File: config.mk
export PLATFORM = sky130hd
export DESIGN_NAME = evt_bcd_counter
export DESIGN_NICKNAME = d
export VERILOG_FILES = /design/src/rtl/evc_pkg.sv /design/src/rtl/evc_sync_edge.sv /design/src/rtl/evc_bcd_inc.sv /design/src/rtl/evc_prescale.sv /design/src/rtl/evt_bcd_counter.sv
export SDC_FILE = /design/constraint.sdc
export NUM_CORES = 1
export LEC_CHECK = 0
export BUFFER_PORTS_ARGS = -buffer_cell sky130_fd_sc_hd__buf_4
export CAP_MARGIN = 20
export CORE_MARGIN = 3
export CORE_UTILIZATION = 64
export CTS_CLUSTER_DIAMETER = 100
export DETAILED_ROUTE_END_ITERATION = 10
export PLACE_DENSITY = 0.82
export SLEW_MARGIN = 10
export SYNTH_ARGS = -nofsm -noshare
export SYNTH_HDL_FRONTEND = slang
export SYNTH_SLANG_ARGS = --single-unit
export TNS_END_PERCENT = 100
File: constraint.sdc
create_clock -name clk -period 6 [get_ports clk]
set_input_delay 0.3 -clock clk [delete_from_list [all_inputs] [get_ports clk]]
set_output_delay 0.3 -clock clk [all_outputs]
set_load 0.005 [all_outputs]
File: src/rtl/evc_pkg.sv
package evc_pkg;

    typedef enum logic [1:0] {
        ST_OFF   = 2'd0,
        ST_WAIT  = 2'd1,
        ST_TALLY = 2'd2
    } evc_state_e;

    localparam logic [3:0] ADDR_CTRL  = 4'h0;
    localparam logic [3:0] ADDR_CNT0  = 4'h1;
    localparam logic [3:0] ADDR_TIMER = 4'h7;
    localparam logic [3:0] ADDR_ACTL  = 4'h8;
    localparam logic [3:0] ADDR_CMP0  = 4'h9;

    localparam logic [1:0] MODE_EVENT  = 2'b10;
    localparam logic [1:0] AFUNC_EVENT = 2'b01;

    function automatic int unsigned decade_pow(input int unsigned base, input int unsigned e);
        int unsigned r;
        r = 1;
        for (int unsigned k = 0; k < e; k++) r = r * base;
        return r;
    endfunction

endpackage

File: src/rtl/evc_sync_edge.sv
module evc_sync_edge #(
    parameter int STAGES = 2
) (
    input  logic clk,
    input  logic rst_n,
    input  logic raw_in,
    output logic rise
);
    logic [STAGES:0] sh_q;

    always_ff @(posedge clk or negedge rst_n) begin
        if (!rst_n) sh_q <= '0;
        else        sh_q <= {sh_q[STAGES-1:0], raw_in};
    end

    assign rise = sh_q[STAGES-1] & ~sh_q[STAGES];

    assert_edge_single_R2: assert property (@(posedge clk) disable iff (!rst_n)
        rise |=> !rise);

endmodule

File: src/rtl/evc_bcd_inc.sv
module evc_bcd_inc #(
    parameter int DIGITS = 6
) (
    input  logic [4*DIGITS-1:0] val,
    output logic [4*DIGITS-1:0] nxt,
    output logic                all_nine
);
    logic [DIGITS:0] cy;
    assign cy[0] = 1'b1;

    for (genvar i = 0; i < DIGITS; i++) begin : g_digit
        logic [3:0] d;
        assign d            = val[4*i +: 4];
        assign cy[i+1]      = cy[i] & (d == 4'd9);
        assign nxt[4*i +: 4] = !cy[i]      ? d :
                               (d == 4'd9) ? 4'd0 : d + 4'd1;
    end

    assign all_nine = cy[DIGITS];

endmodule

File: src/rtl/evc_prescale.sv
module evc_prescale
    import evc_pkg::*;
#(
    parameter int STEP  = 100,
    parameter int CODES = 4
) (
    input  logic       clk,
    input  logic       rst_n,
    input  logic [2:0] sel,
    input  logic       step,
    input  logic       clear,
    output logic       tick
);
    localparam int SELW   = 3;
    localparam int NSEL   = 2 ** SELW;
    localparam int MAXDIV = int'(decade_pow(STEP, CODES - 1));
    localparam int PW     = (MAXDIV > 1) ? $clog2(MAXDIV) : 1;

    logic [PW-1:0] lim_tab [NSEL];
    logic [PW-1:0] phase_q;
    logic          en;

    for (genvar g = 0; g < NSEL; g++) begin : g_lim
        if (g < CODES) begin : g_used
            assign lim_tab[g] = PW'(decade_pow(STEP, g) - 1);
        end else begin : g_held
            assign lim_tab[g] = '0;
        end
    end

    assign en   = ({1'b0, sel} < (SELW+1)'(CODES));
    assign tick = step & en & (phase_q >= lim_tab[sel]);

    always_ff @(posedge clk or negedge rst_n) begin
        if (!rst_n)            phase_q <= '0;
        else if (clear)        phase_q <= '0;
        else if (step && en)   phase_q <= tick ? '0 : phase_q + PW'(1);
    end

    assert_tick_needs_step_R5: assert property (@(posedge clk) disable iff (!rst_n)
        tick |-> step);
    assert_tick_restarts_R5: assert property (@(posedge clk) disable iff (!rst_n)
        tick |=> phase_q == '0);
    assert_clear_restarts_R7: assert property (@(posedge clk) disable iff (!rst_n)
        clear |=> phase_q == '0);

endmodule

File: src/rtl/evt_bcd_counter.sv
module evt_bcd_counter
    import evc_pkg::*;
#(
    parameter int DIGITS         = 6,
    parameter int TIMER_DIGITS   = 2,
    parameter int SYNC_STAGES    = 2,
    parameter int PRESCALE_STEP  = 100,
    parameter int PRESCALE_CODES = 4
) (
    input  logic                clk,
    input  logic                rst_n,
    input  logic                evt_in,
    input  logic                wr_en,
    input  logic [3:0]          wr_addr,
    input  logic [7:0]          wr_data,
    output logic [4*DIGITS-1:0] count_o,
    output logic [7:0]          timer_o,
    output logic                alarm_flag_o,
    output logic                timer_flag_o
);
    localparam int CW     = 4 * DIGITS;
    localparam int TW     = 4 * TIMER_DIGITS;
    localparam int NBYTES = DIGITS / 2;
    localparam logic [CW-1:0] CNT_ALL9 = {DIGITS{4'h9}};
    localparam logic [TW-1:0] TIM_ALL9 = {TIMER_DIGITS{4'h9}};

    evc_state_e      state_q, state_d;
    logic [1:0]      mode_q, afunc_q;
    logic [2:0]      psel_q;
    logic            aflag_q, tflag_q;
    logic [CW-1:0]   count_q, cmp_q, count_nxt;
    logic [TW-1:0]   timer_q, timer_nxt;
    logic            count_all9, timer_wrap;
    logic            rise, ev_mode, tally, step, tick, aset, tset;
    logic [NBYTES-1:0] cnt_byte_we, cmp_byte_we;
    logic            cnt_wr, ctrl_we, actl_we, timer_we;

    evc_sync_edge #(.STAGES(SYNC_STAGES)) u_sync (
        .clk(clk), .rst_n(rst_n), .raw_in(evt_in), .rise(rise)
    );

    evc_bcd_inc #(.DIGITS(DIGITS)) u_cnt_inc (
        .val(count_q), .nxt(count_nxt), .all_nine(count_all9)
    );

    evc_bcd_inc #(.DIGITS(TIMER_DIGITS)) u_tim_inc (
        .val(timer_q), .nxt(timer_nxt), .all_nine(timer_wrap)
    );

    evc_prescale #(.STEP(PRESCALE_STEP), .CODES(PRESCALE_CODES)) u_pre (
        .clk(clk), .rst_n(rst_n), .sel(psel_q), .step(step),
        .clear(cnt_wr), .tick(tick)
    );

    // write decode
    for (genvar b = 0; b < NBYTES; b++) begin : g_wdec
        assign cnt_byte_we[b] = wr_en && (wr_addr == ADDR_CNT0 + 4'(b));
        assign cmp_byte_we[b] = wr_en && (wr_addr == ADDR_CMP0 + 4'(b));
    end
    assign cnt_wr   = |cnt_byte_we;
    assign ctrl_we  = wr_en && (wr_addr == ADDR_CTRL);
    assign actl_we  = wr_en && (wr_addr == ADDR_ACTL);
    assign timer_we = wr_en && (wr_addr == ADDR_TIMER);
    assign ev_mode  = (mode_q == MODE_EVENT);

    // state register
    always_ff @(posedge clk or negedge rst_n) begin
        if (!rst_n) state_q <= ST_OFF;
        else        state_q <= state_d;
    end

    // next state
    always_comb begin
        state_d = state_q;
        unique case (state_q)
            ST_OFF:   state_d = ev_mode ? ST_WAIT : ST_OFF;
            ST_WAIT:  state_d = !ev_mode ? ST_OFF : (rise ? ST_TALLY : ST_WAIT);
            ST_TALLY: state_d = ev_mode ? ST_WAIT : ST_OFF;
            default:  state_d = ST_OFF;
        endcase
    end

    // state outputs
    always_comb begin
        tally = (state_q == ST_TALLY);
        step  = tally && !cnt_wr;
        aset  = step && (afunc_q == AFUNC_EVENT) && (count_nxt == cmp_q);
        tset  = tick && timer_wrap && !timer_we;
    end

    always_ff @(posedge clk or negedge rst_n) begin
        if (!rst_n) begin
            count_q <= '0;
            cmp_q   <= '0;
        end else begin
            if (cnt_wr) begin
                for (int b = 0; b < NBYTES; b++)
                    if (cnt_byte_we[b]) count_q[8*b +: 8] <= wr_data;
            end else if (step) begin
                count_q <= count_nxt;
            end
            for (int b = 0; b < NBYTES; b++)
                if (cmp_byte_we[b]) cmp_q[8*b +: 8] <= wr_data;
        end
    end

    always_ff @(posedge clk or negedge rst_n) begin
        if (!rst_n)        timer_q <= '0;
        else if (timer_we) timer_q <= wr_data[TW-1:0];
        else if (tick)     timer_q <= timer_nxt;
    end

    always_ff @(posedge clk or negedge rst_n) begin
        if (!rst_n) begin
            mode_q  <= 2'b00;
            afunc_q <= 2'b00;
            psel_q  <= 3'b000;
            aflag_q <= 1'b0;
            tflag_q <= 1'b0;
        end else begin
            if (ctrl_we) mode_q <= wr_data[5:4];
            if (actl_we) begin
                afunc_q <= wr_data[5:4];
                psel_q  <= wr_data[2:0];
            end
            aflag_q <= (ctrl_we ? (aflag_q & wr_data[1]) : aflag_q) | aset;
            tflag_q <= (ctrl_we ? (tflag_q & wr_data[0]) : tflag_q) | tset;
        end
    end

    assign count_o      = count_q;
    assign timer_o      = timer_q;
    assign alarm_flag_o = aflag_q;
    assign timer_flag_o = tflag_q;

    assert_wrap_R3: assert property (@(posedge clk) disable iff (!rst_n)
        step && count_all9 |=> count_q == '0);
    assert_count_hold_R2: assert property (@(posedge clk) disable iff (!rst_n)
        !tally && !cnt_wr |=> $stable(count_q));
    assert_tally_single_R2: assert property (@(posedge clk) disable iff (!rst_n)
        state_q == ST_TALLY |=> state_q != ST_TALLY);
    assert_timer_ovf_R6: assert property (@(posedge clk) disable iff (!rst_n)
        tick && (timer_q == TIM_ALL9) && !timer_we |=> tflag_q && (timer_q == '0));
    assert_flag_sticky_R8: assert property (@(posedge clk) disable iff (!rst_n)
        aflag_q && !ctrl_we |=> aflag_q);
    assert_write_wins_R7: assert property (@(posedge clk) disable iff (!rst_n)
        cnt_byte_we[0] |=> count_q[7:0] == $past(wr_data));
    assert_alarm_func_R4: assert property (@(posedge clk) disable iff (!rst_n)
        !aflag_q && (afunc_q != AFUNC_EVENT) && !actl_we |=> !aflag_q);

endmodule

Word-level counts from Yosys, hierarchy flattened

Memories as Yosys holds them, arrays and structs flattened.
Index checks and enable logic that the tools add are counted.

Mux-type cells: 32
Equal/unequal tests: 24
Bitwise operators: 14
Add/subtract/negate cells: 9
Reductions and logical operators: 29
Magnitude comparators: 3

Operator list:

| operator                                                               | count |
|---|---|
| 20-bit 2-to-1 mux                                                      | 5 |
| 4-bit 2-to-1 mux                                                       | 14 |
| 4-bit equality test (second input constant)                            | 12 |
| 24-bit 2-to-1 mux                                                      | 2 |
| 8-bit 2-to-1 mux                                                       | 5 |
| 4-bit by 1-bit adder with 4-bit output (second input constant)         | 8 |
| 24-bit equality test                                                   | 1 |
| 20-bit by 1-bit adder with 20-bit output (second input constant)       | 1 |
| 20-bit >= comparator                                                   | 1 |
| 1-bit logical AND                                                      | 15 |
| 1-bit bitwise AND                                                      | 10 |
| 4-bit by 2-bit equality test with 1-bit output (second input constant) | 2 |
| 2-bit AND reduction                                                    | 4 |
| 2-bit nonzero test                                                     | 4 |
| 2-bit != test (second input constant)                                  | 3 |
| 2-bit by 1-bit equality test with 1-bit output (second input constant) | 2 |
| 2-bit equality test (second input constant)                            | 2 |
| 4-bit by 1-bit equality test with 1-bit output (second input constant) | 1 |
| 4-bit by 3-bit equality test with 1-bit output (second input constant) | 1 |
| 4-bit >= comparator (second input constant)                            | 1 |
| 4-bit logical NOT                                                      | 1 |
| 2-bit 2-to-1 mux                                                       | 2 |
| 3-bit NOT with 4-bit output                                            | 1 |
| 2-bit one-hot mux with 2 select lines                                  | 1 |
| 8 further kinds                                                        | 12 |

Output and inout port bits: 34
Memories kept: 1
Word-level logic and storage cells: 128
Memory bits (read-only): 160
Flip-flop bits (word level): 90
Input bits: 16

Memory list:

| memory           | words | bits a word | read ports | clocked after Yosys merged registers in | wr ports | line               | RTL |
|---|---|---|---|---|---|---|---|
| (name not given) | 8     | 20          | 1          | 0                                       | 0        | evc_prescale.sv:32 | `assign tick = step & en & (phase_q >= lim_tab[sel]);` |

Logic depth before layout (Yosys ltp)

Depth after elaboration: 10
Mapped depth: 12
Mapped depth without buffers: 12

Hierarchy

Synthesis repeated with hierarchy kept, for this count alone.

Cell total of the unflattened synthesis: 579
Area, all modules: 5519.0 µm²

Modules (own cells, without submodules):

| module                  | cells each | sequential area each (µm²) | area each (µm²) | times used |
|---|---|---|---|---|
| evt_bcd_counter         | 285        | 1676.6                     | 3138.0          | 1 |
| evc_prescale            | 174        | 500.5                      | 1529.0          | 1 |
| evc_bcd_inc (u_cnt_inc) | 92         | 0.0                        | 581.8           | 1 |
| evc_bcd_inc (u_tim_inc) | 24         | 0.0                        | 181.4           | 1 |
| evc_sync_edge           | 4          | 75.1                       | 88.8            | 1 |

Worst setup path after synthesis

OpenSTA, ideal clock, no wires.

Path kind: register to register
Start point: reg psel_q[2]
End point: reg timer_q[5] (netlist: timer_o[5])
Arrival: 2919 ps
Path buffers: 0
Cell stages (with the launch flop): 12
Library setup time: 125 ps
Slack: 2956 ps
Data required time: 5875 ps
Clock period less this slack: 3044 ps
Cell sequence: dfrtp_1 nand2b_1 or2_2 ha_1 a21o_1 a211o_1 a2111oi_0 o21ai_0 a31oi_1 nor2_1 mux2i_1 mux2_2

Cells in the longest elaborated chain, start to end: 8
Elaborated cells on any way between the ends: 10
Classes of those cells: order compare (2); mux (2); bitwise (3); reduce/logical (2); memory (1)

Ends and longest elaborated chain:

| what                                                 | line                   | RTL |
|---|---|---|
| from (decl)                                          | evt_bcd_counter.sv:29  | `logic [2:0] psel_q;` |
| from (signal assigned)                               | evt_bcd_counter.sv:124 | `psel_q <= wr_data[2:0];` |
| 3-bit NOT with 4-bit output (not written as such)    | evc_prescale.sv:32     |  |
| memory 8 x 20 bit                                    | --                     |  |
| 20-bit 2-to-1 mux (not written as such) (2 in a row) | evc_prescale.sv:32     |  |
| 20-bit >= comparator                                 | evc_prescale.sv:32     |  |
| 1-bit bitwise AND *                                  | evc_prescale.sv:32     |  |
| 2-bit nonzero test (no source line) *                | --                     |  |
| 2-bit AND reduction (no source line) *               | --                     |  |
| to (signal assigned)                                 | evt_bcd_counter.sv:109 | `else if (timer_we) timer_q <= wr_data[TW-1:0];` |
| to (signal assigned)                                 | evt_bcd_counter.sv:110 | `else if (tick) timer_q <= timer_nxt;` |
| to (decl)                                            | evt_bcd_counter.sv:32  | `logic [TW-1:0] timer_q, timer_nxt;` |

Every way passes the cells marked *; elsewhere a longest branch is shown, timed or not. The select of a mux whose other input is x is not followed.
A chain may end at the register's enable or synchronous reset.

Final worst setup path

Same ends and word-level chain as after synthesis.

==> out/metrics.yaml <==
worst_setup_path:
  cp_cell_sequence: "nand2b_1 -> or2_2 -> ha_1 -> a21o_1 -> a211o_1 -> a2111oi_0 -> o21ai_0 -> a31oi_1 -> nor2_1 -> mux2i_1 -> mux2_2"
  critPathRequiredTime_ns: 6.25
  path_class: "reg2reg"
  r2r_setup_slack_ns: 2.32
  r2r_end: "timer_o[5]"
  crit_slowest_cell: "a31oi_1"
  crit_arrival_ns: 3.93
  end_kind: "flop"
  r2r-start: "psel_q[2]"
  crit_path_max_incr_delay_ns: 0.66
  crit_path_max_fanout: 9
  critPathLaunchType: "flop"
  r2r_cells: 11
power_and_ir_drop:
  switching_share: 0.352
  internal-power_mw: 1.25
  p_total_mw: 1.93
  p_leak_nw: 2.66
  combPwrFrac: 0.317
  p_switching_mw: 0.681
  clkPwrFrac: 0.223
  power_density_mw_per_mm2: 308
  ir_drop_v: 0.000152
  power_frac_seq: 0.460
synthesis:
  synth_edf_count: 0
  syn_avg_cell_area_um2: 9.20
  async_flop_share: 1.00
  synth_top_cell_area_share: 0.400
  synth_area_leader_cell: "dfrtp_1"
  netlist_top_cells_area: "dfrtp_1, mux2_2, nor2_1, ha_1, xnor2_1"
  yosysSeqAreaShare: 0.400
  synth_fp_nets: 644
  ys_types: 57
  synth_flop_cell: "dfrtp_1"
  synth_seq_cells: 90
  synth_area_mm2: 0.00562
  synth_cells: 611
  yosysWarnings: 0
place:
  dp_hpwl_um: 10100
  place_congestion: 0.930
  io_buffers: 49
global_route:
  grt_pass1_wl_um: 23400
  grt_util_all_layers: 0.297
  first_global_vias: 4715
  grt_max_degree: 57
  overflow: 0
  antenna_found_initial: 0
timing:
  min_period_ns: 3.68
  drv_slew: 0
  tightest_slew_ns: 0.868
  clock_skew_ns: 0.0106
  relSlewSlack: 0.418
  setup_viol: 0
  rsz0062_at_grt: "false"
  fin_tns_setup_ns: 0
  hold_violations: 0
  max_freq_mhz: 272
  period_share: 0.613
hold_path:
  worstHoldStart: "evt_in"
  hold-path-endpoint: "u_sync.sh_q[0]"
  hold_path_depth: 1
  hold_class: "in2reg"
clock_network:
  htreeDepth: 3
  cts.repair.resized: 0
  clkSlewWorstSetupHoldPaths_ns: 0.09
  clockBufferDepth: 2
  cts_buffers: 9
  cts_root_buf: "clkbuf_8"
  cts_tree: "yes"
  post_cts_buffers: 0
  holdBufCountCts: 1
  clkLatencyLatePin_ns: 0.36
  numClockSinks: 90
cells_and_area:
  layout-drive-gt1-share: 0.176
  final_cell_mix: "dfrtp_1, nor2_1, buf_4"
  diodes: 0
  final_common_cell: "dfrtp_1"
  layout.nets: 681
  area_delta_synth_final_pct: 11.4
floorplan:
  ioPinCount: 50
  die-area_mm2: 0.00995
  core-area_mm2: 0.00838
  rows: 33
  die_w_um: 99.7
  fp.dieH_um: 99.7
  initial_core_util: 0.671
status:
  outcome: "complete, no violations"
route:
  dr_total_vias: 4966
  ant_nets: 0
  wl_um: 14200
  drt-pass1-iter-count: 5
  avgRoutedWirePerCell_um: 18.8
  avgViaCountPerCell: 6.55
  drt_iter0_markers: 438
  drc: 0
flow_run:
  drv_cap: 0
-- through the flow --
stage	hold WS, ns	util	area (um^2)	std cells	setup slack, ns
after detailed placement	0.284	0.722	6050	741	2.33
after global placement	0.277	0.721	6040	740	2.63
after floorplan	0.00441	-	5620	611	2.96
final	0.0395	0.747	6260	758	2.32
after CTS	0.0283	0.747	6260	758	2.31
after global routing	0.0288	0.747	6260	758	1.99
-- synth_stat cells (2+ instances only) --
cell type	number
o21ai_1	3
inv_1	15
xnor2_1	23
and3_1	6
nor3_1	10
nand3_1	22
clkbuf_1	27
a22oi_1	4
mux2i_1	4
nand2_1	38
a211oi_1	6
a21oi_1	40
o22a_1	12
nor4bb_1	3
a41oi_1	6
nor3b_1	7
or3_1	7
o31ai_1	5
nand4_1	10
nor2_1	59
mux2_2	34
a21boi_0	2
nor4_1	2
nand4b_1	2
o41ai_1	2
or2_2	2
buf_6	2
and4bb_2	3
nor2b_1	14
and2_1	7
o22ai_1	3
o21ai_0	38
xor2_1	20
ha_1	17
o211ai_1	2
nand2b_1	16
a21o_1	10
nand3b_1	9
a31oi_1	10
a2111oi_0	3
dfrtp_1	90
-- critical path, delay by kind of cell, from the launching register on --
kind / cells / cell delay, ns
and+or+nand+nor: 3 / 0.78
muxes: 2 / 0.43
adders and majority gates: 1 / 0.20
DFF: 1 / 0.45
AOI/OAI and AO/OA: 5 / 1.69
-- cell type report --
type | count | area, um^2
clock buffers | 12 | 155
well taps | 105 | 131
flip-flops and latches | 90 | 2250
fillers | 615 | 2120
repair buffers | 57 | 430
multi-input cells | 475 | 3190
inverters | 15 | 56.3
clock inverters | 4 | 50.0
-- how the worst max path moves through the flow --
stage,startpoint,to,slack (ns),depth (start not counted)
after floorplan,psel_q[2],timer_o[5],2.96,11
after global placement,psel_q[2],timer_o[5],2.63,11
after detailed placement,psel_q[2],timer_o[5],2.33,11
after CTS,psel_q[2],u_pre.phase_q[7],2.31,12
after global routing,psel_q[2],u_pre.phase_q[7],1.99,12
final,psel_q[2],timer_o[5],2.32,11
-- layer usage --
metal | global-route usage | share of wire | vias to the layer above
li1 | - | - | 2291
met1 | 0.414 | 0.44 | 2411
met2 | 0.459 | 0.46 | 221
met3 | 0.0491 | 0.070 | 43
met4 | 0.126 | 0.037 | 0
met5 | 0 | 0 | -
-- cell families (layout without fill, tap and decap cells) --
kind of cell,count (synthesis),after routing,synth area share
fa+ha+maj,17,17,0.0378
xor+xnor,43,43,0.0670
flops,90,90,0.400
mux,38,38,0.0752
compound gates,156,156,0.178
buf+inv,46,88,0.0343
simple gates,221,221,0.207
-- state kept, by name, summed over array words and instances, names as in the netlist --
register       cells
cmp_q             24
count_o           24
u_pre.phase_q     20
timer_o            8
psel_q             3
u_sync.sh_q        3
afunc_q            2
mode_q             2
state_q            2
alarm_flag_o       1
timer_flag_o       1
-- power by group through the flow --
| stage | registers, mW | logic [mW] | clock network (mW) |
|---|---|---|---|
| 2_1_floorplan | 0.822 | 0.455 | 0 |
| 3_3_place_gp | 0.886 | 0.576 | 0 |
| 4_1_cts | 0.886 | 0.609 | 0.438 |
| 5_1_grt | 0.912 | 0.681 | 0.460 |
| 6_report | 0.889 | 0.612 | 0.430 |
| 3_5_place_dp | 0.896 | 0.601 | 0 |
(Power assumes the default switching activity.)
